===== src/rtl/sgm_pkg.sv =====
package sgm_pkg;
  typedef enum logic [3:0] {
    ST_IDLE, ST_DREQ, ST_ENT_REQ, ST_ENT_RSP, ST_FET_REQ,
    ST_FET_RSP, ST_TX, ST_RX_WAIT, ST_STO_REQ, ST_STO_RSP
  } sgm_state_e;

  localparam logic       DIR_SEND = 1'b0;
  localparam logic       DIR_RECV = 1'b1;
  localparam logic [1:0] MEM_OK   = 2'b00;
endpackage


===== src/rtl/sgm_start_gate.sv =====
module sgm_start_gate #(
  parameter int AW = 32,
  parameter int CW = 4,
  parameter int LW = 4
) (
  input  logic          clk,
  input  logic          rst_n,
  input  logic          cmd_valid,
  input  logic          cmd_dir,
  input  logic [AW-1:0] cmd_list_addr,
  input  logic [CW-1:0] cmd_areas_m1,
  input  logic [LW-1:0] cmd_len_m1,
  input  logic          dreq_acc,
  input  logic          finish,
  output logic          busy_o,
  output logic          dir_o,
  output logic [AW-1:0] list_o,
  output logic [CW-1:0] areas_o,
  output logic [LW-1:0] len_o,
  output logic          peer_o,
  output logic          go_o,
  output logic          err_double_o,
  output logic          dreq_misuse_o
);
  import sgm_pkg::*;

  logic          busy_q, dir_q, peer_q;
  logic [AW-1:0] list_q;
  logic [CW-1:0] areas_q;
  logic [LW-1:0] len_q;

  // named events
  logic cmd_take, peer_set;
  assign cmd_take      = cmd_valid && !busy_q;
  assign err_double_o  = cmd_valid && busy_q;
  assign dreq_misuse_o = dreq_acc && busy_q && (dir_q == DIR_RECV);
  assign peer_set      = dreq_acc && !dreq_misuse_o;

  always_ff @(posedge clk or negedge rst_n) begin
    if (!rst_n) begin
      busy_q  <= 1'b0;
      dir_q   <= DIR_SEND;
      peer_q  <= 1'b0;
      list_q  <= '0;
      areas_q <= '0;
      len_q   <= '0;
    end else begin
      if (finish) begin
        busy_q <= 1'b0;
      end else if (cmd_take) begin
        busy_q  <= 1'b1;
        dir_q   <= cmd_dir;
        list_q  <= cmd_list_addr;
        areas_q <= cmd_areas_m1;
        len_q   <= cmd_len_m1;
      end
      if (finish)        peer_q <= peer_set;
      else if (peer_set) peer_q <= 1'b1;
    end
  end

  assign busy_o  = busy_q;
  assign dir_o   = dir_q;
  assign list_o  = list_q;
  assign areas_o = areas_q;
  assign len_o   = len_q;
  assign peer_o  = peer_q;
  assign go_o    = busy_q && ((dir_q == DIR_RECV) || peer_q);

  // a command arriving while busy leaves the held command untouched
  assert_double_ignored_R12: assert property (@(posedge clk) disable iff (!rst_n)
    (cmd_valid && busy_q && !finish) |=> ($stable(list_q) && $stable(dir_q) && busy_q));
endmodule


===== src/rtl/sgm_rx_check.sv =====
module sgm_rx_check #(
  parameter int SEQW      = 3,
  parameter int SZW       = 8,
  parameter int PKT_BYTES = 128
) (
  input  logic [SEQW-1:0] rx_seq,
  input  logic [SZW-1:0]  rx_size,
  input  logic            rx_last,
  input  logic [SEQW-1:0] exp_seq,
  input  logic            exp_last,
  output logic            seq_ok,
  output logic            size_ok,
  output logic            last_ok
);
  function automatic logic size_match(logic [SZW-1:0] sz);
    return sz == SZW'(PKT_BYTES);
  endfunction

  assign seq_ok  = (rx_seq == exp_seq);
  assign size_ok = size_match(rx_size);
  assign last_ok = (rx_last == exp_last);
endmodule


===== src/rtl/sgm_engine.sv =====
module sgm_engine #(
  parameter int AW          = 32,
  parameter int DW          = 32,
  parameter int CW          = 4,
  parameter int LW          = 4,
  parameter int SEQW        = 3,
  parameter int PKT_BYTES   = 128,
  parameter int ENTRY_BYTES = 8
) (
  input  logic            clk,
  input  logic            rst_n,
  input  logic            go,
  input  logic            dir_i,
  input  logic [AW-1:0]   list_i,
  input  logic [CW-1:0]   areas_i,
  input  logic [LW-1:0]   len_i,
  output logic            mreq_valid,
  input  logic            mreq_ready,
  output logic            mreq_write,
  output logic [AW-1:0]   mreq_addr,
  output logic [DW-1:0]   mreq_wdata,
  input  logic            mrsp_valid,
  input  logic [1:0]      mrsp_status,
  input  logic [DW-1:0]   mrsp_rdata,
  output logic            tx_valid,
  input  logic            tx_ready,
  output logic            tx_dreq,
  output logic            tx_last,
  output logic [SEQW-1:0] tx_seq,
  output logic [DW-1:0]   tx_data,
  input  logic            rx_valid,
  input  logic            rx_dreq,
  input  logic [DW-1:0]   rx_data,
  input  logic            seq_ok,
  input  logic            size_ok,
  input  logic            last_ok,
  output logic            rx_wait_o,
  output logic [SEQW-1:0] exp_seq_o,
  output logic            exp_last_o,
  output logic            done_o,
  output logic            mem_err_o,
  output logic            proto_abort_o
);
  import sgm_pkg::*;

  sgm_state_e      state_q;
  logic [CW-1:0]   area_q;
  logic [LW-1:0]   pkt_q;
  logic [SEQW-1:0] seq_q;
  logic [AW-1:0]   base_q;
  logic [DW-1:0]   hold_q;

  function automatic logic [AW-1:0] entry_addr(logic [AW-1:0] list, logic [CW-1:0] idx);
    return list + AW'(idx) * AW'(ENTRY_BYTES);
  endfunction

  function automatic logic [AW-1:0] slice_addr(logic [AW-1:0] base, logic [LW-1:0] k);
    return base + AW'(k) * AW'(PKT_BYTES);
  endfunction

  // named internal events
  logic in_rsp, rsp_ok, rsp_bad, area_end, final_pkt, rx_data_ev, rx_good, rx_drop;
  assign in_rsp     = (state_q == ST_ENT_RSP) || (state_q == ST_FET_RSP) || (state_q == ST_STO_RSP);
  assign rsp_ok     = mrsp_valid && (mrsp_status == MEM_OK);
  assign rsp_bad    = in_rsp && mrsp_valid && (mrsp_status != MEM_OK);
  assign area_end   = (pkt_q == len_i);
  assign final_pkt  = area_end && (area_q == areas_i);
  assign rx_data_ev = (state_q == ST_RX_WAIT) && rx_valid && !rx_dreq;
  assign rx_drop    = rx_data_ev && !seq_ok;
  assign rx_good    = rx_data_ev && seq_ok && size_ok && last_ok;

  // step to the following slice once the current one is complete
  sgm_state_e    step_state;
  logic [CW-1:0] step_area;
  logic [LW-1:0] step_pkt;
  always_comb begin
    step_area = area_q;
    step_pkt  = pkt_q + 1'b1;
    if (final_pkt) begin
      step_state = ST_IDLE;
    end else if (area_end) begin
      step_state = ST_ENT_REQ;
      step_area  = area_q + 1'b1;
      step_pkt   = '0;
    end else begin
      step_state = (dir_i == DIR_RECV) ? ST_RX_WAIT : ST_FET_REQ;
    end
  end

  always_ff @(posedge clk or negedge rst_n) begin
    if (!rst_n) begin
      state_q <= ST_IDLE;
      area_q  <= '0;
      pkt_q   <= '0;
      seq_q   <= '0;
      base_q  <= '0;
      hold_q  <= '0;
    end else begin
      unique case (state_q)
        ST_IDLE: if (go) begin
          area_q  <= '0;
          pkt_q   <= '0;
          seq_q   <= '0;
          state_q <= (dir_i == DIR_RECV) ? ST_DREQ : ST_ENT_REQ;
        end
        ST_DREQ:    if (tx_ready) state_q <= ST_ENT_REQ;
        ST_ENT_REQ: if (mreq_ready) state_q <= ST_ENT_RSP;
        ST_ENT_RSP: if (mrsp_valid) begin
          if (rsp_ok) begin
            base_q  <= AW'(mrsp_rdata);
            pkt_q   <= '0;
            state_q <= (dir_i == DIR_RECV) ? ST_RX_WAIT : ST_FET_REQ;
          end else begin
            state_q <= ST_IDLE;
          end
        end
        ST_FET_REQ: if (mreq_ready) state_q <= ST_FET_RSP;
        ST_FET_RSP: if (mrsp_valid) begin
          if (rsp_ok) begin
            hold_q  <= mrsp_rdata;
            state_q <= ST_TX;
          end else begin
            state_q <= ST_IDLE;
          end
        end
        ST_TX: if (tx_ready) begin
          seq_q   <= seq_q + 1'b1;
          area_q  <= step_area;
          pkt_q   <= step_pkt;
          state_q <= step_state;
        end
        ST_RX_WAIT: if (rx_data_ev && seq_ok) begin
          if (rx_good) begin
            hold_q  <= rx_data;
            seq_q   <= seq_q + 1'b1;
            state_q <= ST_STO_REQ;
          end else begin
            state_q <= ST_IDLE;
          end
        end
        ST_STO_REQ: if (mreq_ready) state_q <= ST_STO_RSP;
        ST_STO_RSP: if (mrsp_valid) begin
          if (rsp_ok) begin
            area_q  <= step_area;
            pkt_q   <= step_pkt;
            state_q <= step_state;
          end else begin
            state_q <= ST_IDLE;
          end
        end
        default: state_q <= ST_IDLE;
      endcase
    end
  end

  assign mreq_valid = (state_q == ST_ENT_REQ) || (state_q == ST_FET_REQ) || (state_q == ST_STO_REQ);
  assign mreq_write = (state_q == ST_STO_REQ);
  assign mreq_addr  = (state_q == ST_ENT_REQ) ? entry_addr(list_i, area_q) : slice_addr(base_q, pkt_q);
  assign mreq_wdata = hold_q;

  assign tx_valid = (state_q == ST_DREQ) || (state_q == ST_TX);
  assign tx_dreq  = (state_q == ST_DREQ);
  assign tx_last  = (state_q == ST_TX) && final_pkt;
  assign tx_seq   = (state_q == ST_TX) ? seq_q : '0;
  assign tx_data  = (state_q == ST_TX) ? hold_q : '0;

  assign rx_wait_o     = (state_q == ST_RX_WAIT);
  assign exp_seq_o     = seq_q;
  assign exp_last_o    = final_pkt;
  assign mem_err_o     = rsp_bad;
  assign proto_abort_o = rx_data_ev && seq_ok && !(size_ok && last_ok);
  assign done_o        = ((state_q == ST_TX) && tx_ready && final_pkt) ||
                         ((state_q == ST_STO_RSP) && rsp_ok && final_pkt);

  // a waiting memory request holds its address and kind
  assert_mreq_hold_R4: assert property (@(posedge clk) disable iff (!rst_n)
    (mreq_valid && !mreq_ready) |=> (mreq_valid && $stable(mreq_addr) && $stable(mreq_write)));
  // a waiting link packet holds its fields
  assert_tx_hold_R5: assert property (@(posedge clk) disable iff (!rst_n)
    (tx_valid && !tx_ready) |=> (tx_valid && $stable(tx_seq) && $stable(tx_last) && $stable(tx_data)));
  // a packet with the wrong count leaves the block waiting with the same count
  assert_seq_drop_R8: assert property (@(posedge clk) disable iff (!rst_n)
    rx_drop |=> (rx_wait_o && $stable(exp_seq_o)));
  // a malformed packet ends the transfer without a store
  assert_proto_abort_R9: assert property (@(posedge clk) disable iff (!rst_n)
    proto_abort_o |=> (!mreq_valid && !tx_valid && state_q == ST_IDLE));
  // a failed memory operation sends nothing onto the link
  assert_mem_err_stop_R13: assert property (@(posedge clk) disable iff (!rst_n)
    mem_err_o |=> (!tx_valid && !mreq_valid));
  // done and an error end never coincide
  assert_done_excl_R7: assert property (@(posedge clk) disable iff (!rst_n)
    $onehot0({done_o, mem_err_o, proto_abort_o}));
endmodule


===== src/rtl/sgm_mover.sv =====
module sgm_mover #(
  parameter int AW          = 32,
  parameter int DW          = 32,
  parameter int CW          = 4,
  parameter int LW          = 4,
  parameter int SEQW        = 3,
  parameter int PKT_BYTES   = 128,
  parameter int ENTRY_BYTES = 8,
  parameter int SZW         = $clog2(PKT_BYTES) + 1
) (
  input  logic            clk,
  input  logic            rst_n,
  input  logic            cmd_valid,
  input  logic            cmd_dir,
  input  logic [AW-1:0]   cmd_list_addr,
  input  logic [CW-1:0]   cmd_areas_m1,
  input  logic [LW-1:0]   cmd_len_m1,
  output logic            mreq_valid,
  input  logic            mreq_ready,
  output logic            mreq_write,
  output logic [AW-1:0]   mreq_addr,
  output logic [DW-1:0]   mreq_wdata,
  input  logic            mrsp_valid,
  input  logic [1:0]      mrsp_status,
  input  logic [DW-1:0]   mrsp_rdata,
  output logic            tx_valid,
  input  logic            tx_ready,
  output logic            tx_dreq,
  output logic            tx_last,
  output logic [SEQW-1:0] tx_seq,
  output logic [DW-1:0]   tx_data,
  input  logic            rx_valid,
  output logic            rx_ready,
  input  logic            rx_dreq,
  input  logic            rx_last,
  input  logic [SEQW-1:0] rx_seq,
  input  logic [SZW-1:0]  rx_size,
  input  logic [DW-1:0]   rx_data,
  output logic            done,
  output logic            err_double,
  output logic            err_proto,
  output logic            err_mem
);
  import sgm_pkg::*;

  logic            g_busy, g_dir, g_peer, g_go, g_misuse;
  logic [AW-1:0]   g_list;
  logic [CW-1:0]   g_areas;
  logic [LW-1:0]   g_len;
  logic            e_rx_wait, e_exp_last, e_done, e_mem_err, e_abort;
  logic [SEQW-1:0] e_exp_seq;
  logic            c_seq_ok, c_size_ok, c_last_ok;

  // named link events
  logic dreq_acc, stray_data, finish;
  assign rx_ready   = !(g_busy && (g_dir == DIR_RECV)) || e_rx_wait;
  assign dreq_acc   = rx_valid && rx_ready && rx_dreq;
  assign stray_data = rx_valid && rx_ready && !rx_dreq && !e_rx_wait;
  assign finish     = e_done || e_mem_err || e_abort;

  sgm_start_gate #(.AW(AW), .CW(CW), .LW(LW)) u_gate (
    .clk, .rst_n, .cmd_valid, .cmd_dir, .cmd_list_addr, .cmd_areas_m1, .cmd_len_m1,
    .dreq_acc, .finish,
    .busy_o(g_busy), .dir_o(g_dir), .list_o(g_list), .areas_o(g_areas), .len_o(g_len),
    .peer_o(g_peer), .go_o(g_go), .err_double_o(err_double), .dreq_misuse_o(g_misuse)
  );

  sgm_rx_check #(.SEQW(SEQW), .SZW(SZW), .PKT_BYTES(PKT_BYTES)) u_chk (
    .rx_seq, .rx_size, .rx_last, .exp_seq(e_exp_seq), .exp_last(e_exp_last),
    .seq_ok(c_seq_ok), .size_ok(c_size_ok), .last_ok(c_last_ok)
  );

  sgm_engine #(.AW(AW), .DW(DW), .CW(CW), .LW(LW), .SEQW(SEQW),
               .PKT_BYTES(PKT_BYTES), .ENTRY_BYTES(ENTRY_BYTES)) u_eng (
    .clk, .rst_n, .go(g_go), .dir_i(g_dir), .list_i(g_list), .areas_i(g_areas), .len_i(g_len),
    .mreq_valid, .mreq_ready, .mreq_write, .mreq_addr, .mreq_wdata,
    .mrsp_valid, .mrsp_status, .mrsp_rdata,
    .tx_valid, .tx_ready, .tx_dreq, .tx_last, .tx_seq, .tx_data,
    .rx_valid, .rx_dreq, .rx_data,
    .seq_ok(c_seq_ok), .size_ok(c_size_ok), .last_ok(c_last_ok),
    .rx_wait_o(e_rx_wait), .exp_seq_o(e_exp_seq), .exp_last_o(e_exp_last),
    .done_o(e_done), .mem_err_o(e_mem_err), .proto_abort_o(e_abort)
  );

  assign done      = e_done;
  assign err_mem   = e_mem_err;
  assign err_proto = e_abort || g_misuse || stray_data;

  // a data packet leaves only in send mode after the peer has asked
  assert_gate_before_data_R2: assert property (@(posedge clk) disable iff (!rst_n)
    (tx_valid && !tx_dreq) |-> (g_peer && g_busy && g_dir == DIR_SEND));
  // no memory traffic on the send side before the peer has asked
  assert_no_early_fetch_R2: assert property (@(posedge clk) disable iff (!rst_n)
    (mreq_valid && g_dir == DIR_SEND) |-> g_peer);
  // a data-request packet leaves only from a receive command
  assert_dreq_from_recv_R3: assert property (@(posedge clk) disable iff (!rst_n)
    (tx_valid && tx_dreq) |-> (g_busy && g_dir == DIR_RECV));
  // a misplaced data request does not end the transfer
  assert_misuse_keeps_busy_R11: assert property (@(posedge clk) disable iff (!rst_n)
    (g_misuse && !finish) |=> g_busy);
endmodule


===== config.mk =====
export PLATFORM = sky130hd
export DESIGN_NAME = sgm_mover
export DESIGN_NICKNAME = d
export VERILOG_FILES = /design/src/rtl/sgm_pkg.sv /design/src/rtl/sgm_start_gate.sv /design/src/rtl/sgm_rx_check.sv /design/src/rtl/sgm_engine.sv /design/src/rtl/sgm_mover.sv
export SDC_FILE = /design/constraint.sdc
export NUM_CORES = 1
export LEC_CHECK = 0
export BUFFER_PORTS_ARGS = -buffer_cell sky130_fd_sc_hd__buf_2
export CAP_MARGIN = 15
export CORE_UTILIZATION = 30
export DETAILED_ROUTE_END_ITERATION = 6
export SLEW_MARGIN = 20
export SYNTH_ARGS = -nofsm -noshare
export SYNTH_HDL_FRONTEND = slang
export SYNTH_SLANG_ARGS = --single-unit

===== constraint.sdc =====
create_clock -name clk -period 3.1 [get_ports clk]
set_clock_uncertainty 0.15 [all_clocks]
set_input_delay 0.62 -clock clk [delete_from_list [all_inputs] [get_ports clk]]
set_output_delay 0.62 -clock clk [all_outputs]
set_load 0.05 [all_outputs]

Word level (Yosys, flattened, before mapping)
Cells that the tools add are included.

Flip-flop bits (word level): 122. Bits of input ports: 127. Output and inout bits: 109. Logic and storage cells: 158.

Add/sub/neg operators: 5. Equal/unequal tests: 28. Multiplexer cells: 51. Bitwise gates (word level): 1. Reduce and logical (&&, ||, !) cells: 61.

Operators by type and width (number): $mux 32 (6); $mux 4 (28); $pmux 32 s2 (1); $pmux 4 s10 (1); $add 32x11->32 (1); $add 32x7->32 (1); $logic_and 1x1->1 (27); $mux 3 (6); $ne 2x2->1 const B (9); $eq 4x3->1 const B (4); $pmux 4 s4 (1); $reduce_and 5->1 (3); $logic_or 1x1->1 (12); $pmux 4 s3 (1); $ne 2x1->1 const B (5); $reduce_and 10->1 (1); $pmux 3 s3 (1); $add 4x1->4 const B (2); $eq 4x2->1 const B (2); $eq 4x4->1 (2); $eq 4x4->1 const B (2); $eq 8x8->1 const B (1); $reduce_bool 2->1 (4); $reduce_and 7->1 (1); 14 further kinds (24).

Logic depth before layout (Yosys ltp)
Gate-level depths: netlist (run 1).

Depth after elaboration: 11. Depth in mapped cells: 9. Depth with buffers taken out: 8.

Hierarchy
Synthesis (run 1) repeated with hierarchy kept, for this count alone.

Cells, all modules: 850. Area total of the unflattened synthesis: 7414.6 µm².

By module, submodules not included: sgm_engine (instances 1, cells each 740, area an instance 5661.7 µm², sequential area each 1976.9 µm²); sgm_start_gate (instances 1, cells each 97, area an instance 1645.3 µm², sequential area each 1076.0 µm²); sgm_rx_check (instances 1, cells each 8, area an instance 60.1 µm², sequential area each 0.0 µm²); sgm_mover (instances 1, cells each 5, area an instance 47.5 µm², sequential area each 0.0 µm²).

Worst setup path before layout (run 1)
OpenSTA, ideal clock, no wires.

Kind: register -> output. Start point: register u_eng.area_q[0]. End point: output mreq_addr[23]. Arrival: 2.867 ns. Required time: 2.330 ns. Path slack: -0.537 ns. Cell stages (with the launch flop): 10. Path buffers: 1. Path through: dfrtp_1 -> ha_1 -> fa_1 -> a21o_1 -> a21oi_1 -> or4b_2 -> clkbuf_1 -> nor3_1 -> xnor2_1 -> mux2i_1.

Word-level cells in the longest chain between the ends: 2.

Ends and longest elaborated chain: from (decl) (line sgm_engine.sv:47) `logic [CW-1:0] area_q;`; from (signal assigned) (line sgm_engine.sv:128) `area_q <= step_area;`; from (signal assigned) (line sgm_engine.sv:144) `area_q <= step_area;`; $add 32x7->32 (line sgm_engine.sv:54) `return list + AW'(idx) * AW'(ENTRY_BYTES);`; $mux 32 (line sgm_engine.sv:158) `assign mreq_addr = (state_q == ST_ENT_REQ) ? entry_addr(list_i, area_q) : slice_addr(base_q, pkt_q);`; to (decl) (line sgm_mover.sv:21) `output logic [AW-1:0] mreq_addr,`.

No other way between the ends.

Final worst setup path (run 1)
Start point: register u_eng.area_q[0]. End point: output mreq_addr[29].

Same word-level chain as after synthesis.

==> results of run 1 <==
==> area by class of cell <==
type | count | area [um2]
inverters | 7 | 26.28
flip-flops and latches | 122 | 3058
fillers | 2417 | 13830
clock inverters | 13 | 157.7
clock buffers | 19 | 452.9
repair buffers | 306 | 2052
well taps | 330 | 412.9
multi-input cells | 602 | 5111
diodes | 3 | 7.507
==> registers in the layout, indices dropped and copies added, names as in the netlist <==
signal,count
u_gate.peer_o,1
u_gate.busy_o,1
u_gate.dir_o,1
u_gate.list_o,32
u_eng.area_q,4
u_eng.state_q,4
u_eng.mreq_wdata,32
u_eng.exp_seq_o,3
u_eng.pkt_q,4
u_gate.len_o,4
u_eng.base_q,32
u_gate.areas_o,4
==> synthesized netlist by cell type, types with 4 or more instances <==
cell type and number:
o211ai_1 4, nand4_1 12, clkbuf_1 27, mux2i_1 13, xnor2_1 34, a21o_1 4
nor4_1 5, dfrtp_1 122, nand2_1 140, and2_1 37, or2_2 4, a21oi_1 20
nor2b_1 4, o22ai_1 4, mux2_2 77, mux2_4 40, xor2_1 31, inv_1 7
nor2_1 47, o21ai_0 19, nand2b_1 7, ha_1 11, nor3_1 11, nor3b_1 5
and3_1 13, buf_6 5, nand3_1 20
==> worst max path at each step <==
stage / startpoint / to / slack (ns) / depth (start not counted)
floorplan: u_eng.state_q[2] / mreq_addr[5] / -0.20 / 7
global placement: u_eng.pkt_q[0] / mreq_addr[19] / -0.05 / 9
detailed placement: u_gate.list_o[3] / mreq_addr[29] / -0.05 / 9
CTS: u_gate.list_o[3] / mreq_addr[29] / -0.30 / 9
global route: u_gate.list_o[3] / mreq_addr[29] / -0.35 / 9
finish: u_eng.area_q[0] / mreq_addr[29] / -0.24 / 9
==> cells by family after synthesis <==
kind of cell               synth area share, %
and+or+nand+nor                          20.26
AOI/OAI and AO/OA                        6.295
muxes                                    20.88
xor gates and xnor gates                 7.440
DFF                                      39.90
buffers and inverters                    2.910
adders and majority gates                2.322
==> through the flow <==
step,hold slack [ns],setup TNS [ns],std cells,total power (uW)
after floorplan,0.1744,-0.8403,770,7139
after global placement,0.3253,-0.2252,1346,8779
after detailed placement,0.3406,-0.2055,1346,8856
after CTS,0.03368,-4.027,1388,11590
after global routing,0.04737,-6.545,1402,12300
final,0.006476,-3.756,1402,11710
==> layer usage <==
layer  vias up  global-route usage, %  wire length (um)
li1       3239                      -                 -
met2       197                  29.84             11370
met3        32                  3.601              1005
met4         0                  7.419               544
met1      3284                  24.98             11140
met5         -                      0                 0
==> power by group through the flow <==
| stage | registers, uW | clock network [uW] | logic [uW] |
|---|---|---|---|
| 5_1_grt | 3050 | 2180 | 7070 |
| 2_1_floorplan | 2950 | 0 | 4190 |
| 4_1_cts | 2900 | 2120 | 6560 |
| 3_5_place_dp | 2880 | 0 | 5980 |
| 3_3_place_gp | 2870 | 0 | 5910 |
| 6_report | 2950 | 2080 | 6680 |
==> worst register-to-register path, stage by stage, from the launching register on <==
cell and delay (ns):
dfrtp_1 0.40, xor2_1 0.18, or4_4 0.59, or2_4 0.30, a211o_1 0.30, nor4b_4 0.31
buf_12 0.19, buf_4 0.18, mux2_4 0.31
==> repair_timing <==
item,4_1_cts,5_1_grt
setup endpoints to repair,26,53
buffers inserted,11,11
pin swaps,23,12
gates resized for setup,115,30
==> results by group, run 1 <==
Floorplan
  • Die height: 161.7 um
  • Starting Density: 30.48%
  • Row Count: 58
  • Die ar.: about 0.026 mm2
  • # IOs: 236
  • Die Wd: ~160 um
  • Core Area: 0.02511 mm2

Placement
  • RePlAce Congestion: 0.8637
  • HPWL after DPL: between 15000 and 20000 um
  • Placed inst area: 0.009843 mm2
  • PortBufs: between 200 and 250
  • Place WS: -0.04678 ns

Synth
  • Post-synth ARST share: 100.0%
  • Share of the synthesized area in the top cell type: 39.90%
  • Post-synthesis cell area: 0.007652 mm2
  • Library cells used by synthesis: 60
  • Area leader, netlist: dfrtp_1
  • Leading cell types by total area after synthesis: dfrtp_1 40%, mux2_2 11%, mux2_4 7.8%, nand2_1 6.9%, xnor2_1 3.9%
  • Cell count after synthesis: 770
  • Number of synthesized flops with an enable pin: 0
  • Synth Area per Inst: 9.938 um2
  • Seq/Total Area, Yosys: 39.90%
  • Synth Flop Type: dfrtp_1
  • Yosys warns: 0
  • Syn nets: 910
  • Synth Register Bits: 122

Clocking
  • CTS H-tree lvls: 4
  • Max clock buf depth: 2
  • Clock sink total: between 100 and 150
  • Clk pin slew, worst setup/hold paths: 0.07 ns
  • Post-CTS Hold Buffers: 0
  • TritonCTS clock tree: built
  • Root buffer cell: clkbuf_16
  • Skew-Pair Late Insertion Delay: 0.42 ns
  • CTS buffer count: 17

Status
  • Failing checks: negative setup slack
  • Status: finished, violations left

Critical path
  • Worst path arrival time: 2.57 ns
  • Worst r2r src: u_eng.pkt_q[1]
  • CP max stage delay: 0.58 ns
  • Top delay family on crit path: simple AND/OR/NAND/NOR gates
  • CP max stage cell: or4b_4
  • Worst Path Max Fanout: 7
  • Critical Path RT: roughly 2.3 ns
  • Setup crit start kind: flop
  • Worst R2R Path Depth: 8
  • Setup CP Type: flop to output port
  • CP Cell Sequence: ha_4, fa_2, a21o_1, a21oi_2, or4b_4, nor3_4, xnor2_2, mux2i_4, buf_6
  • Number of buffer and inverter stages on the critical path: 1
  • FF-to-FF End: u_gate.list_o[14]
  • Crit path capture type: output port
  • Reg2Reg Setup Slack: ~0.08 ns

Timing
  • Fmax: 299.8 MHz
  • RSZ-0062 raised after global routing: yes
  • Slew @ Worst Pin: 0.6299 ns
  • Max-slew headroom: 58.01%
  • Final Cycle Share: 107.6%
  • Final setup viols: 25
  • Setup WS post-layout: -0.2354 ns
  • Post-route minimum period: 3.335 ns
  • Fin. Hold Viols: 0
  • Max Slew Vio Count: 0

Global route
  • Global-route wire length before repair: ~38000 um
  • Initial antenna violation count: 3
  • Largest net degree at the start of global routing: roughly 60
  • GRT Residual Overflow: 0
  • Vias in the first global route: ~6.9k
  • All-Layer GR Usage: 18.72%

Job
  • Total of max-cap violations: 0

Power
  • Cell area power density: about 1000 mW/mm2
  • Pint: 6386 uW
  • Maximum vdd ir drop: 0.6150 mV
  • Sequential share of power: 25.2%
  • Comb power frac: 57.1%
  • Clock power share: approximately 18%
  • Lkg Pwr: 0.005511 uW
  • Switching part of the total: 45.48%
  • Net switching power figure: 5328 uW

Detailed routing
  • Drt drc: 0
  • Final ANT Viol Nets: 0
  • DR pass1 iterations: 5
  • DR WL/cell: 17.16 um
  • Post-Route WL: between 20000 and 25000 um
  • Avg Vias per Cell: around 4.8
  • DR vias: roughly 6.8k
  • DRT iter0 DRCs: 300

Final layout
  • Share of cells above drive strength 1: around half
  • Layout area overhead: 47.38%
  • Most frequent cells in the layout: 205 x buf_2, 135 x nand2_1, 118 x dfrtp_1
  • Commonest non-fill, non-tap cell in the layout: buf_2
  • Final Cell Area: roughly 0.011 mm2
  • NumNets Final: 1196
  • Fin util: 44.92%

Worst hold path
  • HP Class: input port to asynchronous set/reset pin
(Power assumes the default switching activity.)
==> run 2: changes to the inputs <==
CORE_MARGIN = 1.5   (was default)
==> results by group, run 2 (synthesis results as in run 1) <==
Power
  • Lkg Pwr: 0.005621 uW (+2.0%)
  • Clock power share: 17.5% (-0.2 points)
  • Pint: 6588 uW (+3.2%)
  • Power Total: 11910 uW (+1.6%)
  • Maximum vdd ir drop: 0.8415 mV (+37%)
  • Cell area power density: 1047 mW/mm2 (+0.77%)
  • Switching part of the total: 44.66% (-0.82 points)
  • Net switching power figure: 5318 uW (-0.20%)
  • Comb power frac: 57.8% (+0.7 points)
  • Sequential share of power: 24.6% (-0.6 points)

Critical path
  • Critical Path RT: 2.33 ns (about the same)
  • CP max stage delay: 0.63 ns (+0.05 ns)
  • Worst Path Max Fanout: 7 (unchanged)
  • Setup crit start kind: flop
  • Crit path capture type: output port
  • CP Launch Point: u_gate.list_o[15]
  • Worst path arrival time: 2.62 ns (+0.05 ns)
  • CP max stage cell: or4b_4
  • Worst r2r src: u_eng.pkt_q[1]
  • Reg2Reg Setup Slack: 0.08 ns (about the same)
  • Setup CP Type: flop to output port
  • CP Cell Sequence: nand3_2, or2_2, or4b_4, nor3_4, xnor2_2, mux2i_4, buf_6

Global route
  • GRT Residual Overflow: 0 (unchanged)
  • Vias in the first global route: 6789 (-1.4%)
  • Global-route wire length before repair: 37200 um (-1.0%)
  • Largest net degree at the start of global routing: 54 (-11%)
  • All-Layer GR Usage: 18.32% (-0.40 points)
  • Initial antenna violation count: 4 (+1)

Timing
  • RSZ-0062 raised after global routing: yes
  • Slew @ Worst Pin: 0.7636 ns (+0.1338 ns)
  • Final setup viols: 26 (+4.0%)
  • Max-slew headroom: 48.62% (-9.4 points)
  • Final Cycle Share: 109.4% (+1.8 points)
  • Worst-case hold slack: -0.01892 ns (-0.02540 ns)
  • Fmax: 294.9 MHz (-1.7%)
  • Post-route minimum period: 3.391 ns (+0.05597 ns)
  • Fin. Hold Viols: 5 (+5)
  • Max Slew Vio Count: 0 (unchanged)
  • Setup WS post-layout: -0.2914 ns (-0.05597 ns)

Final layout
  • NumNets Final: 1213 (+1.4%)
  • Commonest non-fill, non-tap cell in the layout: buf_2
  • Fin util: 45.30% (+0.38 points)
  • Layout area overhead: 48.64%
  • Share of cells above drive strength 1: 51.93% (+0.11 points)
  • Most frequent cells in the layout: 205 x buf_2, 135 x nand2_1, 117 x dfrtp_1

Detailed routing
  • DRT iter0 DRCs: 373 (+24%)
  • Drt drc: 0 (unchanged)
  • Avg Vias per Cell: 4.770 (-0.95%)
  • DR WL/cell: 16.99 um (-1.0%)
  • DR pass1 iterations: 4 (-1)
  • Post-Route WL: 24110 um (+0.18%)
  • DR vias: 6769 (+0.25%)
  • Final ANT Viol Nets: 0 (unchanged)

Floorplan
  • Die height: 162.7 um (+0.62%)
  • Row Count: 58 (unchanged)
  • Starting Density: 30.48% (unchanged)
  • Die ar.: 0.02647 mm2 (+1.2%)
  • Core Area: 0.02511 mm2 (unchanged)
  • # IOs: 236 (unchanged)
  • Die Wd: 162.7 um (+0.62%)

Status
  • Failing checks: negative hold slack, negative setup slack
  • Status: finished, violations left

Placement
  • HPWL after DPL: 17710 um (+0.48%)
  • PortBufs: 235 (unchanged)
  • Place WS: -0.1247 ns (-0.07793 ns)
  • RePlAce Congestion: 0.8768 (+1.5%)

Clocking
  • Max clock buf depth: 2 (unchanged)
  • Post-CTS Hold Buffers: 0 (unchanged)
  • Clock sink total: 122 (unchanged)
  • Skew-Pair Late Insertion Delay: 0.42 ns (about the same)
  • TritonCTS clock tree: built
  • Root buffer cell: clkbuf_16
  • CTS H-tree lvls: 4 (unchanged)
  • CTS buffer count: 17 (unchanged)
  • Clk pin slew, worst setup/hold paths: 0.06 ns (about the same)

Worst hold path
  • HP Class: input port to asynchronous set/reset pin

Job
  • Total of max-cap violations: 0 (unchanged)
==> run 2: cell types whose count changed in the layout (fill, tap and decap cells not counted), moves of 3 or more <==
cell	change
buf_12	+4
buf_4	+15
ha_1	+3
ha_4	-4
==> run 2: power by group through the flow <==
stage | Combinational [uW] | Sequential, uW | Clock, uW
3_5_place_dp | 6020 | 2870 | 0
4_1_cts | 6560 | 2900 | 2130
3_3_place_gp | 5980 | 2870 | 0
5_1_grt | 7270 | 3020 | 2220
2_1_floorplan | 4190 | 2950 | 0
6_report | 6880 | 2930 | 2090
==> run 2: layout make-up <==
type | count | area (um2)
sequential | 122 | 3059
clock buffer | 19 | 442.9
inverter | 7 | 26.28
fill | 2416 | 13730
tap | 330 | 412.9
multi-input combinational | 602 | 5019
antenna | 3 | 7.507
timing repair buffer | 323 | 2240
clock inverter | 13 | 167.7
==> run 2: metrics by stage <==
stage | area (um2) | std cells | setup TNS (ns)
2_1_floorplan | 7924 | 770 | -0.8403
3_3_place_gp | 9886 | 1348 | -0.1415
3_5_place_dp | 9886 | 1348 | -0.7666
4_1_cts | 11000 | 1390 | -4.624
5_1_grt | 11370 | 1419 | -7.916
6_report | 11370 | 1419 | -4.908
==> run 2: routing by layer <==
| metal | global-route usage, % | vias to the layer above | routed length, um |
|---|---|---|---|
| met3 | 3.463 | 40 | 866 |
| met4 | 7.131 | 0 | 632 |
| met5 | 0 | - | 0 |
| li1 | - | 3263 | - |
| met2 | 28.97 | 180 | 11590 |
| met1 | 24.69 | 3286 | 11020 |
==> run 2: worst paths after layout <==
path,cells after the start,to
max,7,mreq_addr[29]
min,1,u_eng.mreq_wdata[1]
max reg2reg,8,u_gate.areas_o[3]
min reg2reg,1,u_gate.peer_o
max in group asynchronous,2,u_eng.state_q[2]
min in group clk,2,u_gate.list_o[19]
==> run 2: what timing repair did <==
item                                    in CTS  in global routing
buffers inserted                            11                 25
resized for setup                          105                 31
cloned                                       0                  1
endpoints found under the setup margin      61                 99
pin swaps                                   29                 21
endpoints found under the hold margin        0                  0
==> run 2: worst max-delay path: cells and delay by family (launching register included) <==
kind | cells | cell delay (ns)
flops | 1 | 0.40
simple gates | 4 | 1.32
buf+inv | 1 | 0.18
xor+xnor | 1 | 0.10
mux | 1 | 0.19
